===== config.mk =====
export PLATFORM = sky130hd
export DESIGN_NAME = mul_tree_pipe
export DESIGN_NICKNAME = d
export VERILOG_FILES = /design/src/rtl/mul_tree_pkg.sv /design/src/rtl/mul_pp_gen.sv /design/src/rtl/mul_csa42.sv /design/src/rtl/mul_cpa.sv /design/src/rtl/mul_tree_pipe.sv
export SDC_FILE = /design/constraint.sdc
export NUM_CORES = 2
export LEC_CHECK = 0
export BUFFER_PORTS_ARGS = -buffer_cell sky130_fd_sc_hd__buf_2
export CAP_MARGIN = 20
export CORE_UTILIZATION = 43
export CTS_CLUSTER_DIAMETER = 200
export DETAILED_ROUTE_END_ITERATION = 16
export GPL_TIMING_DRIVEN = 0
export PLACE_DENSITY = 0.57
export SYNTH_ARGS = -nofsm -noshare
export SYNTH_HDL_FRONTEND = slang
export SYNTH_HIERARCHICAL = 1
export SYNTH_SLANG_ARGS = --single-unit

===== constraint.sdc =====
create_clock -name clk_i -period 8.1 [get_ports clk_i]
set_clock_uncertainty 0.05 [all_clocks]
set_input_delay 0 -clock clk_i [delete_from_list [all_inputs] [get_ports clk_i]]
set_output_delay 0 -clock clk_i [all_outputs]
set_load 0.05 [all_outputs]

===== src/rtl/mul_tree_pkg.sv =====
package mul_tree_pkg;
  localparam int unsigned OP_W_DEF = 16;
endpackage


===== src/rtl/mul_pp_gen.sv =====
module mul_pp_gen #(
  parameter int unsigned OW = 16,
  localparam int unsigned PW = 2 * OW
) (
  input  logic [OW-1:0] a_i,
  input  logic [OW-1:0] b_i,
  output logic [PW-1:0] pp_o [OW]
);
  for (genvar i = 0; i < OW; i++) begin : g_row
    assign pp_o[i] = PW'(a_i & {OW{b_i[i]}}) << i;
  end
endmodule


===== src/rtl/mul_csa42.sv =====
// 4:2 compressor: two cascaded full adders per bit slice.
module mul_csa42 #(
  parameter int unsigned W = 32
) (
  input  logic [W-1:0] in0_i,
  input  logic [W-1:0] in1_i,
  input  logic [W-1:0] in2_i,
  input  logic [W-1:0] in3_i,
  output logic [W-1:0] sum_o,
  output logic [W-1:0] carry_o
);
  logic [W-1:0] s1, m1, ci, m2;

  // first full adder
  assign s1 = in0_i ^ in1_i ^ in2_i;
  assign m1 = (in0_i & in1_i) | (in0_i & in2_i) | (in1_i & in2_i);
  // intermediate carry feeds the next slice; top bit dropped
  assign ci = m1 << 1;
  // second full adder
  assign sum_o   = s1 ^ in3_i ^ ci;
  assign m2      = (s1 & in3_i) | (s1 & ci) | (in3_i & ci);
  assign carry_o = m2 << 1;
endmodule


===== src/rtl/mul_cpa.sv =====
module mul_cpa #(
  parameter int unsigned W = 32
) (
  input  logic [W-1:0] x_i,
  input  logic [W-1:0] y_i,
  output logic [W-1:0] sum_o
);
  assign sum_o = x_i + y_i;
endmodule


===== src/rtl/mul_tree_pipe.sv =====
module mul_tree_pipe
  import mul_tree_pkg::*;
#(
  parameter int unsigned OP_W = OP_W_DEF,
  localparam int unsigned PW     = 2 * OP_W,
  localparam int unsigned LEVELS = $clog2(OP_W) - 1,
  localparam int unsigned LAT    = LEVELS + 2
) (
  input  logic            clk_i,
  input  logic            rst_ni,
  input  logic            valid_i,
  input  logic [OP_W-1:0] a_i,
  input  logic [OP_W-1:0] b_i,
  output logic            valid_o,
  output logic [PW-1:0]   product_o
);
  // level 0 holds the partial products; level l holds OP_W>>l vectors
  for (genvar l = 0; l <= LEVELS; l++) begin : g_lvl
    localparam int unsigned NV = OP_W >> l;
    logic [PW-1:0] d [NV];
    logic [PW-1:0] q [NV];
    logic          v_d, v_q;

    if (l == 0) begin : g_pp
      mul_pp_gen #(.OW(OP_W)) u_pp (
        .a_i  (a_i),
        .b_i  (b_i),
        .pp_o (d)
      );
      assign v_d = valid_i;
    end else begin : g_red
      for (genvar k = 0; k < NV / 2; k++) begin : g_node
        mul_csa42 #(.W(PW)) u_node (
          .in0_i   (g_lvl[l-1].q[4*k]),
          .in1_i   (g_lvl[l-1].q[4*k+1]),
          .in2_i   (g_lvl[l-1].q[4*k+2]),
          .in3_i   (g_lvl[l-1].q[4*k+3]),
          .sum_o   (d[2*k]),
          .carry_o (d[2*k+1])
        );
      end
      assign v_d = g_lvl[l-1].v_q;
    end

    always_ff @(posedge clk_i or negedge rst_ni) begin
      if (!rst_ni) begin
        v_q <= 1'b0;
        for (int i = 0; i < int'(NV); i++) q[i] <= '0;
      end else begin
        v_q <= v_d;
        if (v_d) begin
          for (int i = 0; i < int'(NV); i++) q[i] <= d[i];
        end
      end
    end
  end

  logic [PW-1:0] cpa_sum;

  mul_cpa #(.W(PW)) u_cpa (
    .x_i   (g_lvl[LEVELS].q[0]),
    .y_i   (g_lvl[LEVELS].q[1]),
    .sum_o (cpa_sum)
  );

  always_ff @(posedge clk_i or negedge rst_ni) begin
    if (!rst_ni) begin
      valid_o   <= 1'b0;
      product_o <= '0;
    end else begin
      valid_o <= g_lvl[LEVELS].v_q;
      if (g_lvl[LEVELS].v_q) product_o <= cpa_sum;
    end
  end

  // assertion support: edges seen since reset, saturating at LAT
  localparam int unsigned CW = $clog2(LAT + 1);
  logic [CW-1:0] seen_q;
  always_ff @(posedge clk_i or negedge rst_ni) begin
    if (!rst_ni)                seen_q <= '0;
    else if (seen_q != CW'(LAT)) seen_q <= seen_q + 1'b1;
  end


  latency_chk: assert property (@(posedge clk_i) disable iff (!rst_ni)
    (seen_q == CW'(LAT)) |-> (valid_o == $past(valid_i, LAT)));


  product_chk: assert property (@(posedge clk_i) disable iff (!rst_ni)
    ((seen_q == CW'(LAT)) && valid_o) |->
      (product_o == $past(PW'(a_i) * PW'(b_i), LAT)));


  root_pair_chk: assert property (@(posedge clk_i) disable iff (!rst_ni)
    ((seen_q >= CW'(LEVELS + 1)) && g_lvl[LEVELS].v_q) |->
      (PW'(g_lvl[LEVELS].q[0] + g_lvl[LEVELS].q[1])
        == $past(PW'(a_i) * PW'(b_i), LEVELS + 1)));


  hold_chk: assert property (@(posedge clk_i) disable iff (!rst_ni)
    ((seen_q != '0) && !valid_o) |-> $stable(product_o));
endmodule


; Word-level counts from Yosys, hierarchy flattened
; Cells that the tools add are included.
[word_totals]
reg_bits = 734
latchBits = 0
ram_bits = 0
mem_bits_ro = 0
elab_cells = 151
memories = 0
[op_classes]
add_sub_neg = 1
multipliers = 0
n_div = 0
n_lt_le_gt_ge = 0
n_eq_ne = 0
shift = 0
n_mux = 0
bitwise = 114
n_reduce_logical = 0
[op_table]
columns = op, n
row1 = 31-bit bitwise OR, 24
row2 = 31-bit bitwise AND, 23
row3 = 32-bit bitwise XOR, 16
row4 = 16-bit bitwise AND, 16
row5 = 32-bit adder, 1
row6 = 19-bit by 31-bit bitwise AND with 31-bit output, 1
row7 = 23-bit by 31-bit bitwise AND with 31-bit output, 1
row8 = 27-bit by 31-bit bitwise AND with 31-bit output, 1
row9 = 30-bit by 31-bit bitwise AND with 31-bit output, 1
row10 = 31-bit by 18-bit bitwise OR with 31-bit output, 1
row11 = 31-bit by 22-bit bitwise OR with 31-bit output, 1
row12 = 31-bit by 26-bit bitwise OR with 31-bit output, 1
row13 = 31-bit by 30-bit bitwise OR with 31-bit output, 1
row14 = 30-bit by 31-bit bitwise XOR with 31-bit output, 1
row15 = 28-bit by 30-bit bitwise AND with 30-bit output, 1
row16 = 29-bit by 30-bit bitwise AND with 30-bit output, 1
row17 = 29-bit by 30-bit bitwise XOR with 30-bit output, 1
row18 = 28-bit by 29-bit bitwise AND with 29-bit output, 1
row19 = 28-bit by 29-bit bitwise XOR with 29-bit output, 1
row20 = 26-bit by 27-bit bitwise AND with 27-bit output, 1
row21 = 26-bit by 27-bit bitwise XOR with 27-bit output, 1
row22 = 24-bit by 26-bit bitwise AND with 26-bit output, 1
row23 = 25-bit by 26-bit bitwise AND with 26-bit output, 1
row24 = 25-bit by 26-bit bitwise XOR with 26-bit output, 1
row25 = other kinds (16), 16

; Logic depth before layout (Yosys ltp)
[logic_depth]
word_depth = 6
mapped_depth = 11

; Modules after synthesis
; Netlist, hierarchy kept.
[modules_own_cells]
columns = module, n_inst, cells_per_inst, area_per_inst_um2, seq_area_each_um2
row1 = mul_tree_pipe, 1, 2099, 37114.3, 24948.9
row2 = mul_csa42, 7, 67, 1285.0, 0.0
row3 = mul_pp_gen, 1, 545, 3871.2, 0.0
row4 = mul_cpa, 1, 221, 1601.5, 0.0

; Worst setup path after synthesis
; No wires, ideal clock.
[synth_path]
kind = reg2reg
start = reg g_lvl[3].q[32] in the netlist's numbering
end = reg product_o[30]
arrival_time_ns = 2.590
required_ns = 7.925
path_slack_ns = 5.335
stages_incl_launch_ff = 12
path_buffers = 0
period_less_slack_ns = 2.765
cell_sequence = dfrtp_1 ha_1 fa_1 a21o_1 a221oi_2 a221o_2 o2111ai_2 o211ai_2 o21ai_2 a221oi_2 xnor2_1 mux2_2
[synth_via]
elab_chain_len = 1
[synth_rtl]
columns = element, line
row1 = start: declaration, mul_tree_pipe.sv:21  ; logic [PW-1:0] q [NV];
row2 = 32-bit adder, mul_cpa.sv:8  ; assign sum_o = x_i + y_i;
row3 = net cpa_sum[30], mul_tree_pipe.sv:58  ; logic [PW-1:0] cpa_sum;
row4 = end signal: assignment, mul_tree_pipe.sv:72  ; if (g_lvl[LEVELS].v_q) product_o <= cpa_sum;
row5 = end: declaration, mul_tree_pipe.sv:15  ; output logic [PW-1:0] product_o
; The timed path passes the listed nets, and every way through them passes these cells.
; A chain may end at the register's enable or synchronous reset.

; Worst setup path after layout
[layout_path]
start = reg g_lvl[3].q[40] in the netlist's numbering
end = reg product_o[31]
; The elaborated chain is that of the path after synthesis.

==> results.json <==
{
  "h-tree-depth": 3,
  "power_density_nw_per_um2": 341,
  "grt_use_met2_pct": 33.0,
  "fin_cells": 5513,
  "yosysWarnings": 6,
  "final_common_cell": "dfrtp_1",
  "crit_fanout": 3,
  "crit_arrival_ns": 4.51,
  "syn_area_per_cell_um2": 15.5,
  "drv_slew": 0,
  "hold_depth": 4,
  "hold_violations": 0,
  "clk_pin_slew_ns": 0.06,
  "grt_pass1_vias": 29000,
  "yosys.area_share.adder_pct": 17.5,
  "synth_top_family_by_area": "multiplexers",
  "firstDrtPassIters": 5,
  "hold_ws_ns": 0.297,
  "min_from": "b_i[8]",
  "tightest_slew_ns": 1.12,
  "grt_max_degree": 152,
  "synthToLayoutAreaGrowth_pct": 15.2,
  "synth_seq_cells": 997,
  "outcome": "complete, no violations",
  "clock_sinks": 997,
  "synth.area.mux_share_pct": 21.7,
  "grt_overflow_total": 0,
  "met3_usage_pct": 2.68,
  "fmaxAchievable_ghz": 0.250,
  "maxSlewHeadroom_pct": 25.5,
  "yosys.area_share.simple_pct": 3.72,
  "required_ns": 8.62,
  "use_met1_pct": 29.9,
  "cts_resized": 0,
  "critPathLaunchType": "flop",
  "fp.dieH_um": 348,
  "tritoncts": "yes",
  "synth_area_um2": 51600,
  "finalSetupTns_ns": 0,
  "ir_drop_mv": 0.196,
  "rsz0062_at_grt": "no",
  "netlist_instances": 3334,
  "setup_viol": 0,
  "ys_types": 53,
  "chipWidth_um": 348,
  "placementRows": 126,
  "ant_nets": 0,
  "cts_buffer_depth": 3,
  "drc": 0,
  "r2r_cells": 10,
  "cts_root_buf": "clkbuf_16",
  "p_leak_nw": 27.0,
  "dp_hpwl_um": 87200,
  "hp-class": "in2reg",
  "vias": 26400,
  "viasPerCell": 4.79,
  "wirelength_um": 119000,
  "end_kind": "flop",
  "layout_min_cycle_time_ns": 3.99,
  "finalCritPeriodShare_pct": 49.3,
  "max_cap_violations": 0,
  "core-area_um2": 119000,
  "io_pins": 68,
  "critical_path_class": "reg2reg",
  "hold_path_end": "g_lvl[0].q[233]",
  "fin_nets": 4318,
  "dp.cells": 5263,
  "start_util_pct": 43.5,
  "ys_seq_area_share_pct": 48.4,
  "clk_latency_ns": 0.70,
  "synth-xor-area-share_pct": 1.04,
  "grt.busiest_layer": "met2",
  "synth_compound_gate_area_share_pct": 1.19,
  "r2r_start": "g_lvl[3].q[40]",
  "place.gp.congestion": 0.815,
  "drt_iter0_drc": 1322,
  "die-area_um2": 121000,
  "layout_common_cells": "dfrtp_1, mux2_2, fa_1, buf_4, conb_1",
  "r2r_slack_ns": 4.11,
  "drive_gt1_share_pct": 43.5,
  "antenna_found_initial": 14,
  "port_buffers": 67,
  "cts_buffers": 113,
  "post-cts-setup-buffers": 0,
  "r2r-end": "product_o[31]",
  "grt_pass1_wl_um": 186000,
  "wl_per_cell_um": 21.7,
  "grt_use_total_pct": 20.7
}
-- registers in the layout, summed over array words and instances, names as in the netlist --
register,cells
g_lvl.q,960
product_o,32
g_lvl.v_q,4
valid_o,1
-- per-layer routing --
| layer | vias up | share of wire (%) |
|---|---|---|
| met3 | 126 | 3.5 |
| met2 | 359 | 47 |
| met1 | 14200 | 47 |
| met5 | - | 0.028 |
| li1 | 11800 | - |
| met4 | 6 | 1.6 |
-- logic make-up (layout without fill, tap and decap cells) --
family,Yosys count,count (layout)
flops,997,997
mux,992,992
fa+ha+maj,466,466
buf+inv,417,733
simple gates,310,310
compound gates,94,94
xor+xnor,50,50
other cells,8,271
-- per-stage QoR --
step	area (um^2)	setup slack [ns]	power (mW)	utilization, %
after detailed placement	55100	4.29	15.1	46.5
after global placement	54900	-16.57	15.0	46.3
after floorplan	52500	5.34	12.2	-
after CTS	59400	4.23	20.6	50.1
final	59400	4.11	20.3	50.1
after global routing	59400	4.14	21.7	50.1
-- what timing repair did --
| action | CTS | global route |
|---|---|---|
| endpoints found under the hold margin | 594 | 0 |
| endpoints found under the setup margin | 0 | 0 |
| hold buffers | 39 | 0 |
-- worst max path at each step --
| stage | startpoint | slack [ns] | cells past startpoint | to |
|---|---|---|---|---|
| finish | g_lvl[3].q[40] | 4.11 | 10 | product_o[31] |
| CTS | g_lvl[3].q[40] | 4.23 | 10 | product_o[31] |
| floorplan | g_lvl[3].q[32] | 5.34 | 11 | product_o[30] |
| global route | g_lvl[3].q[40] | 4.14 | 10 | product_o[31] |
| global placement | rst_ni | -16.57 | 1 | g_lvl[0].q[511] |
| detailed placement | g_lvl[3].q[40] | 4.29 | 10 | product_o[31] |
-- critical path: stages (launching register included) --
cell	delay [ns]
dfrtp_1	0.39
ha_1	0.36
a21oi_1	0.76
o21ai_0	0.34
a21oi_1	0.24
o21ai_0	0.13
a211oi_1	0.79
o31ai_1	0.21
a21oi_1	0.21
xnor2_1	0.08
mux2_2	0.28
-- synth_stat cells (all sizes together) --
cell type / n / area share (%)
dfrtp: 997 / 48
and3: 2 / 0.024
conb: 8 / 0.058
nor3: 2 / 0.019
xor2: 16 / 0.27
nor4: 1 / 0.012
nand4b: 1 / 0.017
clkbuf: 11 / 0.24
nand3: 7 / 0.068
xnor3: 7 / 0.31
a211oi: 3 / 0.044
o211ai: 2 / 0.039
nand2b: 4 / 0.049
xnor2: 27 / 0.46
nor3b: 1 / 0.015
a41oi: 1 / 0.017
a21o: 12 / 0.17
a31oi: 3 / 0.036
a221o: 1 / 0.022
inv: 7 / 0.051
ha: 38 / 0.92
mux2: 992 / 22
or2b: 1 / 0.015
o31ai: 3 / 0.053
o21a: 4 / 0.058
a221oi: 2 / 0.058
o21bai: 3 / 0.044
and2: 259 / 3.2
a21oi: 32 / 0.31
nand3b: 1 / 0.015
a211o: 1 / 0.017
nand2: 15 / 0.11
a31o: 2 / 0.034
o22ai: 1 / 0.012
o2111ai: 1 / 0.029
fa: 428 / 17
a21boi: 3 / 0.044
nand4: 5 / 0.061
o21ai: 20 / 0.20
nor2b: 2 / 0.024
buf: 399 / 6.1
nor2: 9 / 0.065
-- area by class of cell --
class,instances,area (um^2)
Buffer,410,3290
Inverter,7,26.3
Antenna cell,8,20.0
Clock inverter,41,582
Timing Repair Buffer,113,951
Tap cell,1600,2000
Fill cell,10300,59200
Clock buffer,162,3300
Sequential cell,997,24900
Multi-Input combinational cell,2175,24300
-- power breakdown --
part | total (mW) | switching (mW) | internal, mW
combinational | 7.57 | 3.77 | 3.80
clock | 5.34 | 2.11 | 3.23
sequential | 7.37 | 1.03 | 6.34
total | 20.3 | 6.90 | 13.4
Note: power is estimated with default switching activity, not from simulation.
